==> src/rtl/cke_pkg.sv <==
package cke_pkg;

  typedef enum logic [2:0] {
    PS_ON   = 3'd0,
    PS_APD  = 3'd1,
    PS_PD   = 3'd2,
    PS_PPD  = 3'd3,
    PS_SR   = 3'd4
  } pstate_t;

  localparam logic [1:0] CMD_NOP = 2'd0;
  localparam logic [1:0] CMD_REF = 2'd1;

  localparam logic [2:0] ACT_IDLE  = 3'd0;
  localparam logic [2:0] ACT_BANKS = 3'd1;
  localparam logic [2:0] ACT_READ  = 3'd2;
  localparam logic [2:0] ACT_WRITE = 3'd3;
  localparam logic [2:0] ACT_PRE   = 3'd4;
  localparam logic [2:0] ACT_RFSH  = 3'd5;

  typedef struct packed {
    logic apd_in;
    logic pd_in;
    logic ppd_in;
    logic sr_in;
    logic pd_out;
    logic sr_out;
    logic bad;
  } pulse_t;

endpackage

==> src/rtl/cke_rst_sync.sv <==
module cke_rst_sync #(
  parameter int STAGES = 2
) (
  input  logic clk,
  input  logic rst_n,
  output logic rst_q_n
);
  logic [STAGES-1:0] chain_q;

  always_ff @(posedge clk or negedge rst_n) begin
    if (!rst_n) chain_q <= '0;
    else        chain_q <= {chain_q[STAGES-2:0], 1'b1};
  end

  assign rst_q_n = chain_q[STAGES-1];
endmodule

==> src/rtl/cke_action_decode.sv <==
module cke_action_decode
  import cke_pkg::*;
(
  input  pstate_t    state_i,
  input  logic       cke_prev_i,
  input  logic       cke_i,
  input  logic [1:0] cmd_i,
  input  logic [2:0] act_i,
  input  logic       idle_ok_i,
  output pstate_t    next_o,
  output pulse_t     pulse_o
);
  always_comb begin
    next_o  = state_i;
    pulse_o = '0;
    if (state_i == PS_ON) begin
      if (cke_prev_i && !cke_i) begin
        if (cmd_i == CMD_NOP) begin
          case (act_i)
            ACT_BANKS: begin next_o = PS_APD; pulse_o.apd_in = 1'b1; end
            ACT_READ, ACT_WRITE, ACT_PRE:
                       begin next_o = PS_PD;  pulse_o.pd_in  = 1'b1; end
            ACT_RFSH:  begin next_o = PS_PPD; pulse_o.ppd_in = 1'b1; end
            ACT_IDLE: begin
              if (idle_ok_i) begin next_o = PS_PPD; pulse_o.ppd_in = 1'b1; end
              else pulse_o.bad = 1'b1;
            end
            default:   pulse_o.bad = 1'b1;
          endcase
        end else if (cmd_i == CMD_REF && act_i == ACT_IDLE && idle_ok_i) begin
          next_o = PS_SR;
          pulse_o.sr_in = 1'b1;
        end else begin
          pulse_o.bad = 1'b1;
        end
      end else if (!cke_prev_i) begin
        pulse_o.bad = 1'b1;
      end
    end else begin
      if (!cke_prev_i && cke_i && cmd_i == CMD_NOP) begin
        next_o = PS_ON;
        if (state_i == PS_SR) pulse_o.sr_out = 1'b1;
        else                  pulse_o.pd_out = 1'b1;
      end else if (cke_prev_i || cke_i) begin
        pulse_o.bad = 1'b1;
      end
    end
  end
endmodule

==> src/rtl/cke_hold_check.sv <==
module cke_hold_check #(
  parameter int MIN_HOLD = 3
) (
  input  logic clk,
  input  logic rst_n,
  input  logic cke_i,
  input  logic cke_prev_i,
  output logic viol_o
);
  localparam int CW = $clog2(MIN_HOLD + 1);
  localparam logic [CW-1:0] FULL = CW'(MIN_HOLD);
  localparam logic [CW-1:0] ONE  = CW'(1);

  logic [CW-1:0] cnt_q, cnt_d;
  logic          change;

  always_comb begin
    change = (cke_i != cke_prev_i);
    viol_o = change && (cnt_q < FULL);
    if (change)            cnt_d = ONE;
    else if (cnt_q < FULL) cnt_d = cnt_q + ONE;
    else                   cnt_d = cnt_q;
  end

  always_ff @(posedge clk or negedge rst_n) begin
    if (!rst_n) cnt_q <= FULL;
    else        cnt_q <= cnt_d;
  end

  // counter never leaves its window
  p_cnt_range_r11: assert property (@(posedge clk) disable iff (!rst_n)
    (cnt_q != '0) && (cnt_q <= FULL));
endmodule

==> src/rtl/cke_power_tracker.sv <==
module cke_power_tracker
  import cke_pkg::*;
#(
  parameter int MIN_HOLD    = 3,
  parameter int SYNC_STAGES = 2
) (
  input  logic       clk,
  input  logic       rst_n,
  input  logic       cke_i,
  input  logic [1:0] cmd_i,
  input  logic [2:0] act_i,
  input  logic       idle_ok_i,
  output logic [2:0] pstate_o,
  output logic       apd_entry_o,
  output logic       pd_entry_o,
  output logic       ppd_entry_o,
  output logic       sr_entry_o,
  output logic       pd_exit_o,
  output logic       sr_exit_o,
  output logic       illegal_o,
  output logic       hold_viol_o
);
  logic    rst_q_n;
  logic    cke_q;
  pstate_t st_q, st_d;
  pulse_t  pls_q, pls_d;
  logic    viol_q, viol_d;

  cke_rst_sync #(.STAGES(SYNC_STAGES)) u_sync (
    .clk(clk), .rst_n(rst_n), .rst_q_n(rst_q_n));

  cke_action_decode u_dec (
    .state_i(st_q), .cke_prev_i(cke_q), .cke_i(cke_i), .cmd_i(cmd_i),
    .act_i(act_i), .idle_ok_i(idle_ok_i), .next_o(st_d), .pulse_o(pls_d));

  cke_hold_check #(.MIN_HOLD(MIN_HOLD)) u_hold (
    .clk(clk), .rst_n(rst_q_n), .cke_i(cke_i), .cke_prev_i(cke_q),
    .viol_o(viol_d));

  always_ff @(posedge clk or negedge rst_q_n) begin
    if (!rst_q_n) begin
      st_q   <= PS_ON;
      cke_q  <= 1'b1;
      pls_q  <= '0;
      viol_q <= 1'b0;
    end else begin
      st_q   <= st_d;
      cke_q  <= cke_i;
      pls_q  <= pls_d;
      viol_q <= viol_d;
    end
  end

  assign pstate_o    = st_q;
  assign apd_entry_o = pls_q.apd_in;
  assign pd_entry_o  = pls_q.pd_in;
  assign ppd_entry_o = pls_q.ppd_in;
  assign sr_entry_o  = pls_q.sr_in;
  assign pd_exit_o   = pls_q.pd_out;
  assign sr_exit_o   = pls_q.sr_out;
  assign illegal_o   = pls_q.bad;
  assign hold_viol_o = viol_q;

  // at most one action pulse per edge
  p_one_action_r12: assert property (@(posedge clk) disable iff (!rst_q_n)
    $onehot0({apd_entry_o, pd_entry_o, ppd_entry_o, sr_entry_o,
              pd_exit_o, sr_exit_o, illegal_o}));

  // low on both edges in a low-power state keeps it quietly
  p_keep_low_r2: assert property (@(posedge clk) disable iff (!rst_q_n)
    (st_q != PS_ON && !cke_q && !cke_i) |=> ($stable(st_q) && !illegal_o));

  // rising clock-enable with NOP leaves the low-power state
  p_exit_r3: assert property (@(posedge clk) disable iff (!rst_q_n)
    (st_q != PS_ON && !cke_q && cke_i && cmd_i == CMD_NOP)
      |=> (st_q == PS_ON && (pd_exit_o || sr_exit_o)));

  // self-refresh is entered only from a qualified idle device
  p_sr_idle_r8: assert property (@(posedge clk) disable iff (!rst_q_n)
    sr_entry_o |-> (st_q == PS_SR && $past(act_i) == ACT_IDLE && $past(idle_ok_i)));

  // an illegal edge leaves the state alone
  p_illegal_hold_r9: assert property (@(posedge clk) disable iff (!rst_q_n)
    illegal_o |-> $stable(st_q));

  // a violation only follows a clock-enable change
  p_viol_change_r11: assert property (@(posedge clk) disable iff (!rst_q_n)
    hold_viol_o |-> ($past(cke_i) != $past(cke_q)));
endmodule

==> config.mk <==
export PLATFORM = sky130hd
export DESIGN_NAME = cke_power_tracker
export DESIGN_NICKNAME = d
export VERILOG_FILES = /design/src/rtl/cke_pkg.sv /design/src/rtl/cke_rst_sync.sv /design/src/rtl/cke_action_decode.sv /design/src/rtl/cke_hold_check.sv /design/src/rtl/cke_power_tracker.sv
export SDC_FILE = /design/constraint.sdc
export NUM_CORES = 1
export LEC_CHECK = 0
export ABC_CLOCK_PERIOD_IN_PS = 1000
export BUFFER_PORTS_ARGS = -buffer_cell sky130_fd_sc_hd__buf_4
export CAP_MARGIN = 20
export CELL_PAD_IN_SITES_DETAIL_PLACEMENT = 1
export CELL_PAD_IN_SITES_GLOBAL_PLACEMENT = 2
export CORE_MARGIN = 4
export CORE_UTILIZATION = 34
export DETAILED_ROUTE_END_ITERATION = 16
export HOLD_SLACK_MARGIN = 0.15
export PLACE_DENSITY_LB_ADDON = 0.1
export SLEW_MARGIN = 20
export SYNTH_ARGS = -nofsm -noshare
export SYNTH_HDL_FRONTEND = slang
export SYNTH_SLANG_ARGS = --single-unit
==> constraint.sdc <==
create_clock -name clk -period 1 [get_ports clk]
set_input_delay 0.2 -clock clk [delete_from_list [all_inputs] [get_ports clk]]
set_output_delay 0.2 -clock clk [all_outputs]
set_load 0.01 [all_outputs]
==> results.toml, run 1 <==
[status]
status = "finished with violations"
violations = "negative setup slack"

[critical_path]
critPathCaptureType = "flip-flop"
worstPathRequired_ns = 1.23
start_kind = "flip-flop"
worstPathMaxFanout = 3
crit_chain = "buf_6 -> inv_6 -> ha_4 -> nand2_2 -> or2b_1 -> o22ai_2"
path_buf_inv = 2
crit_slowest_cell = "dfstp_2"
crit_type = "flip-flop to flip-flop"
slowest_delay_ns = 0.57
crit_arrival_ns = 1.57
crit_family = "flip-flops"

[finish]
drive_gt1_share_pct = 62.0
stdcell_area_um2 = 1300
syn2layout_area_growth_pct = 76.6
seq_area_um2 = 404
fin_util_pct = 65.0
fillers = 212
num-nets-final = 122
multi_input_area_um2 = 415
n_antenna_cell = 0

[place]
placed_cell_area_um2 = 1120
hpwl_mm = 1.34
dp_slack_ns = -0.382
gp_congestion = 0.743
portBuffers = 19

[synthesis]
ys_types = 31
synth.top_cells.by_count = "dfrtp_1 (13), nor2_1 (8), ha_1 (4)"
syn_area_um2 = 737
yosysWarnings = 0
ys.flop_type = "dfrtp_1"
synth_top_area_share_pct = 44.1
seq_area_frac_synth_pct = 54.8
synth_edf_count = 0
async_flop_share_pct = 100
syn_nets = 75
synth_most_common_cell = "dfrtp_1"
yosys_register_bits = 16
avgSynthCellArea_um2 = 11.9
synth.largest_area_cell = "dfrtp_1"
synth_area_leaders = "dfrtp_1 (44%), dfstp_2 (11%), ha_1 (6.8%)"
syn-instance-count = 62

[floorplanning]
core_um2 = 2000
dieArea_um2 = 2980
die_w_um = 54.6
rows = 16
io_pins = 20
chipHeight_um = 54.6
start_util_pct = 36.8

[power_and_ir_drop]
power_per_cell_area_nw_per_um2 = 1650
power_leakage_nw = 0.607
p_total_mw = 2.15
vdd_drop_max_v = 0.00116

[global_routing]
gr-total-overflow = 0
grt_pass1_wl_mm = 3.34
grt_pass1_vias = 664
grt_usage_pct = 16.8
antenna_found_initial = 0
grt_max_degree = 15

[routing]
num_vias = 655
vias_per_cell = 4.85
avgRoutedWirePerCell_um = 15.5
drt-pass1-iter-count = 4
drcViolationCount = 0
drt-total-wl_mm = 2.10
initialDrtViolationCount = 1
drtAntennaViolNets = 0

[min_path]
hold_path.class = "flip-flop to asynchronous set/reset pin"

[sta]
finClkSkew_ns = 0.00634
hold_ws_ns = 0.176
hold_viol = 0
period_share_pct = 134
setup_viol = 21
post-route-min-period_ns = 1.34
max_freq_mhz = 745
grt_setup_unrepaired = "true"
finalMaxSlewViolations = 0
finalWorstSetupSlack_ns = -0.342

[clock_network]
cts_max_level = 1
cts_made_buffers = 3
path_clk_slew_ns = 0.09
root_buffer = "clkbuf_4"
cts_tree = "done"
worstSkewPairLatency_ns = 0.30
cts_buffer_depth = 2
clkSinkCount = 16

[run]
maxCapViolCount = 0
final cells by class:
type                       instances  share of cell area [%]
clock buffer                       4                    2.79
inverter                           2                   0.962
multi-input combinational         42                    31.9
sequential                        16                    31.1
tap                               27                    2.60
timing repair buffer              44                    30.7
power breakdown:
| part | leakage [nW] | internal (mW) | total (mW) | switching [mW] |
|---|---|---|---|---|
| Clock | 0.0210 | 0.222 | 0.437 | 0.215 |
| Sequential | 0.202 | 0.771 | 0.850 | 0.0784 |
| Combinational | 0.384 | 0.500 | 0.860 | 0.360 |
flip-flops by register name, summed over array words and instances, names as in the netlist:
name            cells
illegal_o           1
pd_exit_o           1
hold_viol_o         1
pd_entry_o          1
ppd_entry_o         1
cke_q               1
sr_entry_o          1
pstate_o            3
u_hold.cnt_q        2
apd_entry_o         1
sr_exit_o           1
u_sync.chain_q      2
per-layer routing:
metal | up-vias | track usage [%] | wire [µm]
met5 | - | 0 | 0
li1 | 307 | - | -
met3 | 7 | 5.18 | 124
met2 | 22 | 28.1 | 1040
met4 | 0 | 7.47 | 57
met1 | 319 | 19.6 | 873
repair_timing:
action | 4_1_cts | 5_1_grt
hold buffers | 2 | 0
pin swaps | 9 | 3
resized for setup | 20 | 5
hold endpoints to repair | 3 | 0
setup buffers | 2 | 1
setup endpoints to repair | 24 | 24
final timing paths:
| kind | slack (ns) | endpoint | cells past startpoint | startpoint |
|---|---|---|---|---|
| worst max-delay path | -0.34 | illegal_o$_DFF_PN0_ | 6 | cke_q$_DFF_PN1_ |
| max in group asynchronous | 0.58 | u_hold.cnt_q[0]$_DFFE_PN1P_ | 1 | u_sync.chain_q[1]$_DFF_PN0_ |
| worst min register to register | 0.18 | illegal_o$_DFF_PN0_ | 1 | u_sync.chain_q[1]$_DFF_PN0_ |
| worst max register to register | -0.34 | illegal_o$_DFF_PN0_ | 6 | cke_q$_DFF_PN1_ |
| min in group clk | 0.21 | apd_entry_o$_DFF_PN0_ | 3 | act_i[2] |
| worst min-delay path | 0.18 | illegal_o$_DFF_PN0_ | 1 | u_sync.chain_q[1]$_DFF_PN0_ |
worst reg2reg max path: stages (launching register included):
cell and delay [ns]:
dfstp_2 0.57, buf_6 0.11, inv_6 0.04, ha_4 0.14
nand2_2 0.05, or2b_1 0.24, o22ai_2 0.11
per-stage QoR:
step	setup TNS (ns)	cells
2_1_floorplan	-1.69	62
3_3_place_gp	-3.12	126
4_1_cts	-3.72	134
6_report	-3.74	135
3_5_place_dp	-3.37	126
5_1_grt	-4.86	135
cells in the final DEF, fill, tap and decap left out:
cell,synthesis,layout
o21ai_0,1,1
nand3b_1,1,1
clkbuf_4,0,3
o41ai_2,1,1
o311a_4,0,1
a21oi_1,2,2
dfstp_2,3,3
nor3_1,2,1
nor2_2,1,3
inv_1,2,1
nand2_1,3,2
inv_6,0,1
nor3_4,0,1
nor3b_1,1,1
or3b_1,1,1
clkbuf_8,0,1
or4b_1,1,1
and4bb_2,1,1
nand4b_1,1,1
nor4b_2,0,1
nand2b_4,0,1
dfrtp_1,13,13
nand2_2,0,1
nor3b_2,1,1
o22ai_2,0,1
buf_6,1,17
and2_1,1,1
dlygate4sd3_1,0,2
mux2i_1,2,2
xor2_2,0,1
buf_4,0,25
a22o_1,2,2
ha_4,0,4
nor2b_1,1,1
or2b_1,1,1
conb_1,1,1
nor2_1,8,6
cell families (layout without fill, tap and decap cells):
logic type / count (synthesis) / after routing / synth area share (%)
buffers and inverters: 4 / 50 / 3.23
XOR/XNOR: 1 / 1 / 1.19
adder cells (fa/ha/maj): 4 / 4 / 6.79
other: 1 / 1 / 0.509
AND/OR/NAND/NOR: 26 / 26 / 21.7
multiplexers: 2 / 2 / 2.72
AO/OA/AOI/OAI: 8 / 8 / 9.00
flip-flops: 16 / 16 / 54.8
(Power assumes the default switching activity.)
==> run 2: changes to the inputs <==
--- a/config.mk
+++ b/config.mk
@@ -10,11 +10,13 @@
 export CAP_MARGIN = 20
 export CELL_PAD_IN_SITES_DETAIL_PLACEMENT = 1
 export CELL_PAD_IN_SITES_GLOBAL_PLACEMENT = 2
-export CORE_MARGIN = 4
+export CORE_MARGIN = 2
 export CORE_UTILIZATION = 34
 export DETAILED_ROUTE_END_ITERATION = 16
 export HOLD_SLACK_MARGIN = 0.15
 export PLACE_DENSITY_LB_ADDON = 0.1
+export RECOVER_POWER = 100
+export REMOVE_ABC_BUFFERS = 1
 export SLEW_MARGIN = 20
 export SYNTH_ARGS = -nofsm -noshare
 export SYNTH_HDL_FRONTEND = slang
==> run 2 against run 1 <==
The run still ends with negative setup slack left. Clock skew rose by 0.0028 ns. Non-clock buffer count rose by 1. Sequential power rose by 1%. Register-to-register slack improved by 0.03 ns. Die area fell by 14%. Global-route usage fell by 0.64 points. Critical path depth fell by 2. Critical path type unchanged. Highest routed layer unchanged.
==> results.toml, run 2 (synthesis gave the netlist of run 1 again) <==
[critical_path]
crit_chain = "ha_4 -> nand4b_1 -> nor2_2 -> a22o_1"
crit_end = "pstate_o[1]$_DFFE_PN0P_"
critPathLaunch = "cke_q$_DFF_PN1_"
crit_slowest_cell = "dfstp_2"
crit_arrival_ns = 1.55
crit_family = "flip-flops"
r2r-end = "pstate_o[1]$_DFFE_PN0P_"
slowest_delay_ns = 0.57
rr_startpoint = "cke_q$_DFF_PN1_"
start_kind = "flip-flop"
path_depth = 4
reg2regPathDepth = 4
regToRegSetupSlack_ns = -0.32
critPathCaptureType = "flip-flop"
crit_type = "flip-flop to flip-flop"
worstPathMaxFanout = 4
path_buf_inv = 0
worstPathRequired_ns = 1.23

[place]
portBuffers = 19
placed_cells = 123
dp_slack_ns = -0.425
placed_cell_area_um2 = 1020
hpwl_mm = 1.23
gp_congestion = 0.778

[sta]
setup_viol = 18
hold_ws_ns = 0.219
setup_tns_ns = -3.36
hold_viol = 0
post-route-min-period_ns = 1.32
finalMaxSlewViolations = 0
finalWorstSetupSlack_ns = -0.317
period_share_pct = 132
finClkSkew_ns = 0.00913
grt_setup_unrepaired = "true"
max_freq_mhz = 759

[floorplanning]
chipHeight_um = 50.6
start_util_pct = 36.8
dieArea_um2 = 2560
io_pins = 20
core_um2 = 2000
rows = 16
die_w_um = 50.6

[clock_network]
cts_tree = "done"
clkSinkCount = 16
cts_buffer_depth = 2
path_clk_slew_ns = 0.11
worstSkewPairLatency_ns = 0.28
cts_made_buffers = 3
root_buffer = "clkbuf_4"
cts_max_level = 1

[global_routing]
grt_max_degree = 15
grt-busiest-layer = "met2"
met1_usage_pct = 19.3
antenna_found_initial = 0
grt_pass1_wl_mm = 3.08
gr-total-overflow = 0
grt_usage_pct = 16.1
grt.met3_usage_pct = 2.68
grt.met2_usage_pct = 29.8
grt_pass1_vias = 700

[status]
violations = "negative setup slack"
status = "finished with violations"

[finish]
fin_util_pct = 63.2
num-nets-final = 123
instances_no_fill = 136
drive_gt1_share_pct = 60.6
stdcell_area_um2 = 1270
syn2layout_area_growth_pct = 71.8
n_antenna_cell = 0
final_cell_mix = "buf_4 (24), buf_6 (16), dfrtp_1 (13)"
layout_commonest_cell = "buf_4"
fillers = 210
largest_reg_flops = 3

[power_and_ir_drop]
power_per_cell_area_nw_per_um2 = 1770
vdd_drop_max_v = 0.00137
power_leakage_nw = 0.597
p_total_mw = 2.24

[routing]
avgRoutedWirePerCell_um = 16.2
drt-total-wl_mm = 2.20
drt-pass1-iter-count = 4
drcViolationCount = 0
drtAntennaViolNets = 0
initialDrtViolationCount = 6
vias_per_cell = 4.82
num_vias = 656

[min_path]
hold_path.class = "input port to flip-flop"

[run]
maxCapViolCount = 0
==> run 2: tightest hold or removal path, cell delays in order <==
cell and delay (ns):
buf_4 0.10, buf_4 0.13, nor4b_2 0.05
==> run 2: power breakdown <==
part,total (mW),switching (mW),leakage (nW),internal (mW)
Clock,0.433,0.212,0.0210,0.221
Sequential,0.859,0.0877,0.202,0.771
Combinational,0.944,0.393,0.374,0.551
==> run 2: what timing repair did <==
item,4_1_cts,5_1_grt
gates cloned,0,0
setup buffers,4,3
gates resized for setup,21,11
pin swaps,7,4
endpoints found under the setup margin,19,24
hold buffers,2,0
hold endpoints to repair,3,0
==> run 2: how the worst min path moves through the flow <==
stage | start | end | slack, ns | cells after the start
2_1_floorplan | rst_n | u_sync.chain_q[0]$_DFF_PN0_ | -0.1 | 0
3_3_place_gp | rst_n | u_sync.chain_q[1]$_DFF_PN0_ | -0.02 | 1
3_5_place_dp | rst_n | u_sync.chain_q[1]$_DFF_PN0_ | -0.02 | 1
4_1_cts | u_sync.chain_q[1]$_DFF_PN0_ | pstate_o[2]$_DFFE_PN0P_ | 0.18 | 1
5_1_grt | act_i[2] | apd_entry_o$_DFF_PN0_ | 0.21 | 3
6_report | act_i[2] | apd_entry_o$_DFF_PN0_ | 0.22 | 3
==> run 2: final cells by class <==
type	instances	area [µm²]	area share, %
clock buffers	4	36.3	2.87
flip-flops and latches	16	404	31.9
repair buffers	45	393	31.0
multi-input cells	42	392	30.9
well taps	27	33.8	2.67
inverters	2	7.51	0.593
==> run 2: per-layer routing <==
metal / up-vias / routed length (µm)
li1: 306 / -
met1: 326 / 925
met2: 20 / 1160
met3: 4 / 68
met4: 0 / 43
met5: - / 0
